==> src/rtl/scr_pkg.sv <==
package scr_pkg;

  typedef enum logic [1:0] {
    SCR_KEEP = 2'd0,
    SCR_SEED = 2'd1,
    SCR_STEP = 2'd2
  } scr_op_e;

  // load wins over shift
  function automatic scr_op_e scr_decode(input logic ld, input logic sh);
    if (ld)      return SCR_SEED;
    else if (sh) return SCR_STEP;
    else         return SCR_KEEP;
  endfunction

endpackage

==> src/rtl/scr_lfsr.sv <==
module scr_lfsr
  import scr_pkg::*;
#(
  parameter int          W          = 10,
  parameter logic [W-1:0] TAPS      = 10'h240,
  parameter logic [W-1:0] ZERO_SEED = 10'h001,
  parameter bit          ZERO_GUARD = 1'b1
) (
  input  logic         clk,
  input  logic         rst,
  input  scr_op_e      op,
  input  logic [W-1:0] chal,
  output logic [W-1:0] state_d
);

  logic [W-1:0] state_q;
  logic [W-1:0] seed_val;
  logic         fb;

  generate
    if (ZERO_GUARD) begin : g_guard
      assign seed_val = (chal == '0) ? ZERO_SEED : chal;
    end else begin : g_raw
      assign seed_val = chal;
    end
  endgenerate

  assign fb = ^(state_q & TAPS);

  always_comb begin
    case (op)
      SCR_SEED: state_d = seed_val;
      SCR_STEP: state_d = {state_q[W-2:0], fb};
      default:  state_d = state_q;
    endcase
  end

  always_ff @(posedge clk) begin
    if (rst) state_q <= ZERO_SEED;
    else     state_q <= state_d;
  end

endmodule

==> src/rtl/scr_hold.sv <==
module scr_hold
  import scr_pkg::*;
#(
  parameter int W = 10
) (
  input  logic         clk,
  input  logic         rst,
  input  scr_op_e      op,
  input  logic [W-1:0] chal,
  output logic [W-1:0] hold_d
);

  logic [W-1:0] hold_q;

  assign hold_d = (op == SCR_SEED) ? chal : hold_q;

  always_ff @(posedge clk) begin
    if (rst) hold_q <= '0;
    else     hold_q <= hold_d;
  end

endmodule

==> src/rtl/scr_mix.sv <==
module scr_mix #(
  parameter int           W       = 10,
  parameter logic [W-1:0] RST_VAL = 10'h001,
  localparam int          HALF_W  = W / 2
) (
  input  logic              clk,
  input  logic              rst,
  input  logic [W-1:0]      state_d,
  input  logic [W-1:0]      hold_d,
  output logic [HALF_W-1:0] lo,
  output logic [HALF_W-1:0] hi
);

  logic [W-1:0]             word_q;
  logic [1:0][HALF_W-1:0]   lane;

  always_ff @(posedge clk) begin
    if (rst) word_q <= RST_VAL;
    else     word_q <= state_d ^ hold_d;
  end

  generate
    for (genvar h = 0; h < 2; h++) begin : g_lane
      assign lane[h] = word_q[h*HALF_W +: HALF_W];
    end
  endgenerate

  assign lo = lane[0];
  assign hi = lane[1];

endmodule

==> src/rtl/chal_scrambler.sv <==
module chal_scrambler
  import scr_pkg::*;
#(
  parameter int               SEL_W     = 10,
  parameter logic [SEL_W-1:0] TAPS      = 10'h240,
  parameter logic [SEL_W-1:0] ZERO_SEED = 10'h001,
  localparam int              HALF_W    = SEL_W / 2
) (
  input  logic              clk,
  input  logic              rst,
  input  logic              load,
  input  logic              shift,
  input  logic [SEL_W-1:0]  chal,
  output logic [HALF_W-1:0] sel_a,
  output logic [HALF_W-1:0] sel_b
);

  scr_op_e          op;
  logic [SEL_W-1:0] state_d;
  logic [SEL_W-1:0] hold_d;

  assign op = scr_decode(load, shift);

  scr_lfsr #(.W(SEL_W), .TAPS(TAPS), .ZERO_SEED(ZERO_SEED), .ZERO_GUARD(1'b1)) u_lfsr (
    .clk(clk), .rst(rst), .op(op), .chal(chal), .state_d(state_d)
  );

  scr_hold #(.W(SEL_W)) u_hold (
    .clk(clk), .rst(rst), .op(op), .chal(chal), .hold_d(hold_d)
  );

  scr_mix #(.W(SEL_W), .RST_VAL(ZERO_SEED)) u_mix (
    .clk(clk), .rst(rst), .state_d(state_d), .hold_d(hold_d),
    .lo(sel_a), .hi(sel_b)
  );

endmodule

==> config.mk <==
export PLATFORM = sky130hd
export DESIGN_NAME = chal_scrambler
export DESIGN_NICKNAME = d
export VERILOG_FILES = /design/src/rtl/scr_pkg.sv /design/src/rtl/scr_lfsr.sv /design/src/rtl/scr_hold.sv /design/src/rtl/scr_mix.sv /design/src/rtl/chal_scrambler.sv
export SDC_FILE = /design/constraint.sdc
export NUM_CORES = 1
export LEC_CHECK = 0
export ABC_CLOCK_PERIOD_IN_PS = 2200
export BUFFER_PORTS_ARGS = -buffer_cell sky130_fd_sc_hd__buf_4
export CORE_ASPECT_RATIO = 1.5
export CORE_UTILIZATION = 25
export DETAILED_ROUTE_END_ITERATION = 8
export PLACE_DENSITY = 0.54
export SLEW_MARGIN = 25
export SYNTH_ARGS = -nofsm -noshare
export SYNTH_HDL_FRONTEND = slang
export SYNTH_HIERARCHICAL = 1
export SYNTH_SLANG_ARGS = --single-unit
==> constraint.sdc <==
create_clock -name clk -period 2.2 [get_ports clk]
set_clock_uncertainty 0.15 [all_clocks]
set_input_delay 0.66 -clock clk [delete_from_list [all_inputs] [get_ports clk]]
set_output_delay 0.66 -clock clk [all_outputs]
set_load 0.02 [all_outputs]
==> metrics.txt, run 1 <==
status finished clean; total congestion overflow 0; DR vias 1148; period utilisation layout 0.896; Setup crit end kind flop; die width between 60 and 70 um; Synth Warn # 6; final routed DRC violation total 0; CTS clk-pin slew, worst paths 0.06 ns; I/O pins 24; commonest non-fill, non-tap cell in the layout dfxtp_1; Post-Synthesis Cells approximately 160; Startpoint Class input port; GRT met2 Usage 0.181; Post-CTS Setup Inserts 0; Yosys top cell by area dfxtp_1; static leakage around 0.00074 uW; unrepaired setup endpoints after global routing no; root buffer cell clkbuf_8; number of synthesized register bits 30; largest net degree at the start of global routing 33; Worst Hold Class reg -> reg; core region area ~5900 um^2; Syn Area/Cell slightly below 10 um^2; # port buffers 23; TritonRoute pass-1 iters 4; post_cts resized 0; max cap viols 0; Routed WL per cell 12.5 um; Hold Buf Count CTS 0; vias in the first global route approximately 1100; Initial Util 0.262; Clock Sinks 30; H-tree levels 2; global-route met1 utilization 0.130; Req. time, crit path ~2.2 ns; Synth Net Count ~170; overall global routing resource usage 0.111; sequential area share after synthesis 0.391; WS Path Type in -> reg; final hold violation count 0; Routability Congestion between 0.8 and 0.9; P&R area growth vs syn 22.9%; busiest grt layer met2; # diodes 0; Num CTS Buffers 5; CTS tree yes; die span in y 98.0 um; dpl cells between 200 and 250; Fill cells 636; First DRT Iteration DRCs 37; final std cells w/o fill approximately 260; Max Root-Sink Buffers 2; final setup violation count 0; Max Slew Vio Count 0; share of layout cells above drive strength 1 0.279; commonest cells after routing, fill and taps aside dfxtp_1 (30), buf_4 (28), nand2b_1 (11), o21ai_0 (11); clk_lat worst skew around 0.28 ns; Synth area leaders dfxtp_1 (39%), mux2_4 (9.8%), nand4bb_1 (7.3%); fin crit period around 2.0 ns; Worst Max-Slew Pin Slew approximately 0.3 ns; Max Fclk approximately 510 MHz; # rows 34; Power Dens Cells around 700 nW/um^2; post-synth cell types 29; global-route wire length before repair 5460 um; Via density between 4 and 5; antenna-violating nets left 0; Layout Nets 198; DP HPWL ~2300 um; Slew headroom 0.797; initial antenna violation count 0; Critical Path AT ~2 ns; synthesized area roughly 1500 um^2; Max IR drop VDD around 0.22 mV; crit path max fanout 5; Yosys top cell area share 0.391; M3 GR Usage 0.0269; final hold slack 0.322 ns; die area approximately 6500 um^2; Routed WL roughly 3200 um
## Yosys cell counts
library cell   n
dfxtp_1       30
nand2b_1      11
o21ai_0       11
a22oi_1       10
mux2_4        10
nand4bb_1     10
nor2_1        10
xnor2_1       10
and2_1         9
nand2_1        9
o21ai_1        8
clkbuf_1       4
inv_1          4
buf_2          2
buf_6          2
ha_1           2
nor2b_4        2
a2111oi_2      1
a211oi_1       1
a21oi_1        1
a31oi_1        1
buf_12         1
buf_4          1
clkbuf_2       1
mux2_2         1
nand3_1        1
nor3_1         1
nor4_1         1
xor2_1         1
## kinds of logic after synthesis
logic type / after synthesis / synth area share
buf+inv: 15 / 0.0619
xor+xnor: 11 / 0.0628
flops: 30 / 0.391
mux: 11 / 0.105
simple gates: 54 / 0.230
fa+ha+maj: 2 / 0.0163
compound gates: 33 / 0.133
## layout make-up
| class | count | area (um^2) | share of cell area |
|---|---|---|---|
| clock inverter | 1 | 5.00 | 0.00265 |
| timing repair buffer | 30 | 250 | 0.133 |
| clock buffer | 7 | 86.3 | 0.0458 |
| sequential | 30 | 601 | 0.318 |
| multi-input combinational | 111 | 840 | 0.445 |
| tap | 72 | 90.1 | 0.0477 |
| inverter | 4 | 15.0 | 0.00796 |
## critical path, stage by stage
cell      delay [ns]
buf_4           0.11
nor2b_4         0.13
ha_1            0.29
mux2_2          0.34
a31oi_1         0.20
a21oi_1         0.08
xnor2_1         0.14
nand2b_1        0.06
## final timing paths
kind | to | depth (start not counted) | slack, ns | from
min | u_hold/hold_q[2] | 2 | 0.32 | u_hold/hold_q[2]
min reg2reg | u_hold/hold_q[2] | 2 | 0.32 | u_hold/hold_q[2]
max reg2reg | u_mix/lane[0] | 5 | 0.73 | u_lfsr/state_q[6]
max | u_mix/lane[0] | 8 | 0.23 | shift
## per-layer routing
layer / share of wire / routed length (um)
met1: 0.43 / 1380
met2: 0.49 / 1560
met3: 0.054 / 172
met4: 0.024 / 77
met5: 0 / 0
## report_power, final
part / total [uW] / switching (uW) / internal, uW / leakage (uW)
Combinational: 276 / 134 / 141 / 0.000445
Clock: 458 / 206 / 252 / 0.0000482
Sequential: 601 / 16.9 / 584 / 0.000247
## registers in the layout (all words and copies together) (netlist names)
name            count
u_lfsr/state_q     10
u_hold/hold_q      10
u_mix/lane         10
## through the flow
step	total power [uW]	utilization	setup TNS, ns	setup slack, ns	cell area [um^2]
2_1_floorplan	800	-	0	0.0801	1540
3_3_place_gp	889	0.306	-0.0461	-0.0345	1800
3_5_place_dp	892	0.306	-0.0713	-0.0649	1800
4_1_cts	1360	0.321	0	0.238	1890
5_1_grt	1410	0.321	0	0.113	1890
6_report	1330	0.321	0	0.228	1890
Note: power is estimated with default switching activity, not from simulation.
==> run 2, diff against run 1 <==
Settings changed: CTS_CLUSTER_DIAMETER set to 40, PLACE_DENSITY 0.54 to 0.55, SYNTH_HIERARCHICAL 1 to unset.
==> run 2 against run 1 <==
Against the previous run: hold slack better by 0.049 ns; non-clock buffer count down 7; sequential share of layout area increased by 8.2 points; highest routed layer unchanged; clock-buffer cell count is 1 lower; worst setup slack gained 0.32 ns; critical path type unchanged; utilization increased by 0.92 points.
==> metrics.txt, run 2 <==
# rows 30 (-12%); CTS clk-pin slew, worst paths 0.07 ns (about the same); Post-CTS Setup Inserts 0 (unchanged); initial antenna violation count 0 (unchanged); critical-path cell list buf_4 -> nor2b_1 -> nand4_1 -> o31a_1 -> o21bai_1; worst slack, placed 0.306 ns (+0.371 ns); Num CTS Buffers 5 (unchanged); Max Fclk 606 MHz (+19%); Via density 4.23 (-5.9%); antenna-violating nets left 0 (unchanged); static leakage 0.000661 uW (-11%); DP HPWL 1700 um (-26%); Req. time, crit path 2.26 ns (+0.03 ns); Max Slew Vio Count 0 (unchanged); total congestion overflow 0 (unchanged); Synth top cells by count dfxtp_1 (30), nor2_1 (27), mux2i_1 (19), nor3_1 (11); Routed WL 2390 um (-25%); most numerous cell in the Yosys netlist dfxtp_1; overall global routing resource usage 0.105 (-0.00572); Post-synth EDFFs 0 (unchanged); I/O pins 24 (unchanged); Fill cells 480 (-25%); clk_lat worst skew 0.28 ns (about the same); die width 58.5 um (-11%); setup TNS 0 ns (unchanged); commonest cells after routing, fill and taps aside dfxtp_1 (30), nor2_1 (27), buf_4 (23), mux2i_1 (19), nor3_1 (11); CTS tree yes; Routed WL per cell 11.2 um (-10%); P&R area growth vs syn 25.5%; post_cts resized 0 (unchanged); Synth Net Count 140 (-19%); Startpoint Class input port; H-tree levels 2 (unchanged); Clock Sinks 30 (unchanged); crit-path max cell delay 0.36 ns (+0.02 ns); status finished clean; Setup crit end kind flop; share of layout cells above drive strength 1 0.208 (-0.0706); synthesized area 1200 um^2 (-22%); Routability Congestion 0.705 (-15%); commonest non-fill, non-tap cell in the layout dfxtp_1; vias in the first global route 907 (-20%); Post-synth ARST share 0 (unchanged); # diodes 0 (unchanged); Syn Area/Cell 9.49 um^2 (-3.5%); First DRT Iteration DRCs 18 (-51%); post-synth cell types 19 (-34%); R2R Setup Slk 0.89 ns (+0.16 ns); Worst Hold Class reg -> reg; fin crit period 1.65 ns (-0.321 ns); TritonRoute pass-1 iters 4 (unchanged); Synth area leaders dfxtp_1 (50%), mux2i_1 (16%), nor2_1 (8.5%); Critical Path AT 1.72 ns (-0.28 ns); WS Path Type in -> reg; Max IR drop VDD 0.224 mV (about the same); final hold slack 0.371 ns (+0.0489 ns); largest net degree at the start of global routing 41 (+24%); placed inst area 1410 um^2 (-22%); Yosys top cell area share 0.502 (+0.111); root buffer cell clkbuf_8; final setup violation count 0 (unchanged); Post-Synthesis Cells 126 (-19%); Power Dens Cells 804 nW/um^2 (+14%); DR vias 902 (-21%); Initial Util 0.263 (+0.00185); die area 5070 um^2 (-22%); die span in y 86.7 um (-11%); Max Root-Sink Buffers 2 (unchanged); dpl cells 205 (-17%); max cap viols 0 (unchanged); Yosys top cell by area dfxtp_1; final std cells w/o fill 213 (-16%); global-route wire length before repair 3910 um (-28%); unrepaired setup endpoints after global routing no; Hold Buf Count CTS 0 (unchanged); Slew headroom 0.719 (-0.0786); core region area 4540 um^2 (-23%); # port buffers 23 (unchanged); final routed DRC violation total 0 (unchanged); final hold violation count 0 (unchanged); Layout Nets 162 (-18%); period utilisation layout 0.750 (-0.146); Worst path slowest cell buf_4; sequential area share after synthesis 0.502 (+0.111); Synth Warn # 0 (-6); Final Instance Area 1500 um^2 (-20%); Worst Max-Slew Pin Slew 0.422 ns (+0.119 ns); number of synthesized register bits 30 (unchanged); main flop type after synthesis dfxtp_1; worst setup margin 0.549 ns (+0.321 ns); crit path max fanout 40 (+35)
run 2: cell types whose count changed after synthesis, moves of 10 or more:
cell / previous run / this run
mux2i_1: 0 / 19
xnor2_1: 10 / 0
nand2b_1: 11 / 0
a22oi_1: 10 / 0
nor3_1: 1 / 11
mux2_4: 10 / 0
o21ai_0: 11 / 0
nor2_1: 10 / 27
nand4bb_1: 10 / 0
run 2: cell families after synthesis:
family | count (synthesis) | share of synthesized area
compound gates | 14 | 0.0680
xor+xnor | 10 | 0.0732
buf+inv | 9 | 0.0387
flops | 30 | 0.502
mux | 19 | 0.159
simple gates | 44 | 0.159
run 2: where the power goes:
part           switching, uW  total (uW)  internal, uW
clock network            209         460           251
registers               16.8         593           576
logic                   84.3         154          70.0
total                    310        1210           897
run 2: path summary, 6_finish.rpt:
check | startpoint | to | depth (start not counted)
setup / recovery | load | u_mix.lane[0] | 5
hold / removal | u_hold.hold_q[8] | u_hold.hold_q[8] | 2
setup reg to reg | u_lfsr.state_q[6] | u_mix.lane[0] | 4
hold reg to reg | u_hold.hold_q[8] | u_hold.hold_q[8] | 2
run 2: area by class of cell:
class                           count  area (um^2)  area share
Clock buffer                        6         82.6      0.0550
Inverter                            1         3.75     0.00250
Clock inverter                      2         12.5     0.00833
Multi-Input combinational cell     87          549       0.366
Timing Repair Buffer               23          173       0.115
Sequential cell                    30          601       0.400
Tap cell                           64         80.1      0.0533
run 2: critical path: cells and delay by family:
kind	cells	cell delay [ns]
AO/OA/AOI/OAI	2	0.29
buffers and inverters	1	0.36
AND/OR/NAND/NOR	2	0.40
run 2: layer usage:
layer | track usage | share of wire | up-vias
met1 | 0.114 | 0.43 | 405
met5 | 0 | 0 | -
met2 | 0.170 | 0.49 | 21
met4 | 0.0649 | 0.026 | 0
met3 | 0.0388 | 0.055 | 6
li1 | - | - | 470
run 2: stage by stage:
stage	utilization	total power, uW
after CTS	0.331	1220
final	0.331	1210
after global routing	0.331	1260
after global placement	0.310	756
after floorplan	-	706
after detailed placement	0.310	760
==> run 3, diff against run 2 <==
Settings changed: ABC_CLOCK_PERIOD_IN_PS 2200 to 1700.
Clock period 2.2 ns to 1.7 ns, I/O delays scaled along.
==> run 3 against run 2 <==
Against the previous run: combinational power grew 32%; total power up 38%; sequential share of layout area is 0.75 points lower; clock-buffer cell count decreased by 1; flip-flop and latch count is the same; die area unchanged; critical path depth fell by 4; routed wire length grew 2.8%; clock power rose by 51%; global-route usage increased by 0.26 points.
==> metrics.txt, run 3 (synthesized netlist as in run 2, its figures left out) <==
global-route wire length before repair 3950 um (+0.87%); final hold violation count 0 (unchanged); Startpoint Class flop; Num CTS Buffers 5 (unchanged); final setup violation count 0 (unchanged); final routed DRC violation total 0 (unchanged); WS Path Type reg -> out; TritonRoute pass-1 iters 3 (-1); PnR Total Power 1670 uW (+38%); crit path max fanout 1 (-98%); Post-CTS Setup Inserts 0 (unchanged); First DRT Iteration DRCs 23 (+5); post_cts resized 0 (unchanged); period utilisation layout 0.843; Critical Path AT 0.77 ns (-0.95 ns); initial antenna violation count 0 (unchanged); critical path startpoint u_mix.lane[7]; max cap viols 0 (unchanged); Clock Sinks 30 (unchanged); status finished clean; die span in y 86.7 um (unchanged); unrepaired setup endpoints after global routing no; largest net degree at the start of global routing 31 (-24%); Routed WL 2450 um (+2.8%); CP top delay family flip-flops; CTS tree yes; H-tree levels 2 (unchanged); DR vias 934 (+3.5%); P&R area growth vs syn 27.9%; core region area 4540 um^2 (unchanged); share of layout cells above drive strength 1 0.219 (+0.0105); R2R Setup Slk 0.37 ns (-0.52 ns); Max Fclk approximately 700 MHz; setup TNS 0 ns (unchanged); DP HPWL 1830 um (+7.4%); Worst path slowest cell dfxtp_1; CTS clk-pin slew, worst paths 0.07 ns (about the same); commonest non-fill, non-tap cell in the layout dfxtp_1; Slew headroom 0.814 (+0.0949); vias in the first global route 901 (-0.66%); Req. time, crit path 1.04 ns (-1.22 ns); Power Dens Cells 1090 nW/um^2 (+35%); commonest cells after routing, fill and taps aside dfxtp_1 (30), nor2_1 (27), buf_4 (25), mux2i_1 (19), nor3_1 (11); Worst Path Buf+Inv 1 (unchanged); critical-path cell list buf_4; static leakage 0.000681 uW (+3.1%); R2R cell count 4 (unchanged); total congestion overflow 0 (unchanged); Setup crit end kind primary output; Routed WL per cell 11.4 um (+1.8%); fin crit period between 1 and 1.5 ns; Worst Max-Slew Pin Slew 0.272 ns (-0.150 ns); HP Start chal[2]; Max Root-Sink Buffers 2 (unchanged); Via density 4.34 (+2.6%); Hold Buf Count CTS 0 (unchanged); hold path depth 3 (+1); crit-path max cell delay 0.34 ns (-0.02 ns); # port buffers 23 (unchanged); Max Slew Vio Count 0 (unchanged); overall global routing resource usage 0.107 (+0.00256); # diodes 0 (unchanged); antenna-violating nets left 0 (unchanged); # rows 30 (unchanged); Max IR drop VDD 0.432 mV (+92%); Layout Nets 164 (+1.2%); die area 5070 um^2 (unchanged); Initial Util 0.263 (unchanged); hold endpoint u_lfsr.state_q[2]; reg2reg end u_mix.lane[0]; Reg-to-Reg Start u_lfsr.state_q[6]; clk_lat worst skew 0.28 ns (about the same); root buffer cell clkbuf_8; die width 58.5 um (unchanged); Routability Congestion 0.744 (+5.6%); Worst Hold Class in -> reg; I/O pins 24 (unchanged)
-- run 3: final cells by class --
class / count / area [um^2]
fillers: 484 / 3010
multi-input cells: 87 / 549
repair buffers: 25 / 188
clock inverters: 3 / 40.0
flip-flops and latches: 30 / 601
inverters: 1 / 3.75
clock buffers: 5 / 68.8
well taps: 64 / 80.1
-- run 3: how the worst max path moves through the flow --
stage,depth (start not counted),end,slack (ns)
6_report,1,sel_b[2],0.27
3_5_place_dp,5,u_mix.lane[0],0.10
4_1_cts,1,sel_b[4],0.24
2_1_floorplan,4,u_mix.lane[7],0.33
3_3_place_gp,5,u_mix.lane[0],0.15
5_1_grt,1,sel_b[4],0.22
-- run 3: power by group --
part	internal (uW)	switching [uW]	leakage, uW
sequential	745	22.9	0.000247
combinational	93.5	109	0.000376
clock	431	265	0.0000579
total	1270	397	0.000681
-- run 3: per-layer routing --
| metal | GRT usage | part of all wire |
|---|---|---|
| met1 | 0.114 | 0.43 |
| met3 | 0.0418 | 0.043 |
| met5 | 0 | 0 |
| met4 | 0.0649 | 0.019 |
| met2 | 0.177 | 0.51 |
-- run 3: stage by stage --
stage | util | hold slack [ns] | setup slack [ns] | std cells | cell area [um^2]
floorplan | - | 0.329 | 0.332 | 126 | 1200
global placement | 0.313 | 0.345 | 0.149 | 207 | 1420
detailed placement | 0.313 | 0.359 | 0.103 | 207 | 1420
CTS | 0.337 | 0.326 | 0.236 | 215 | 1530
global route | 0.337 | 0.338 | 0.223 | 215 | 1530
finish | 0.337 | 0.334 | 0.267 | 215 | 1530
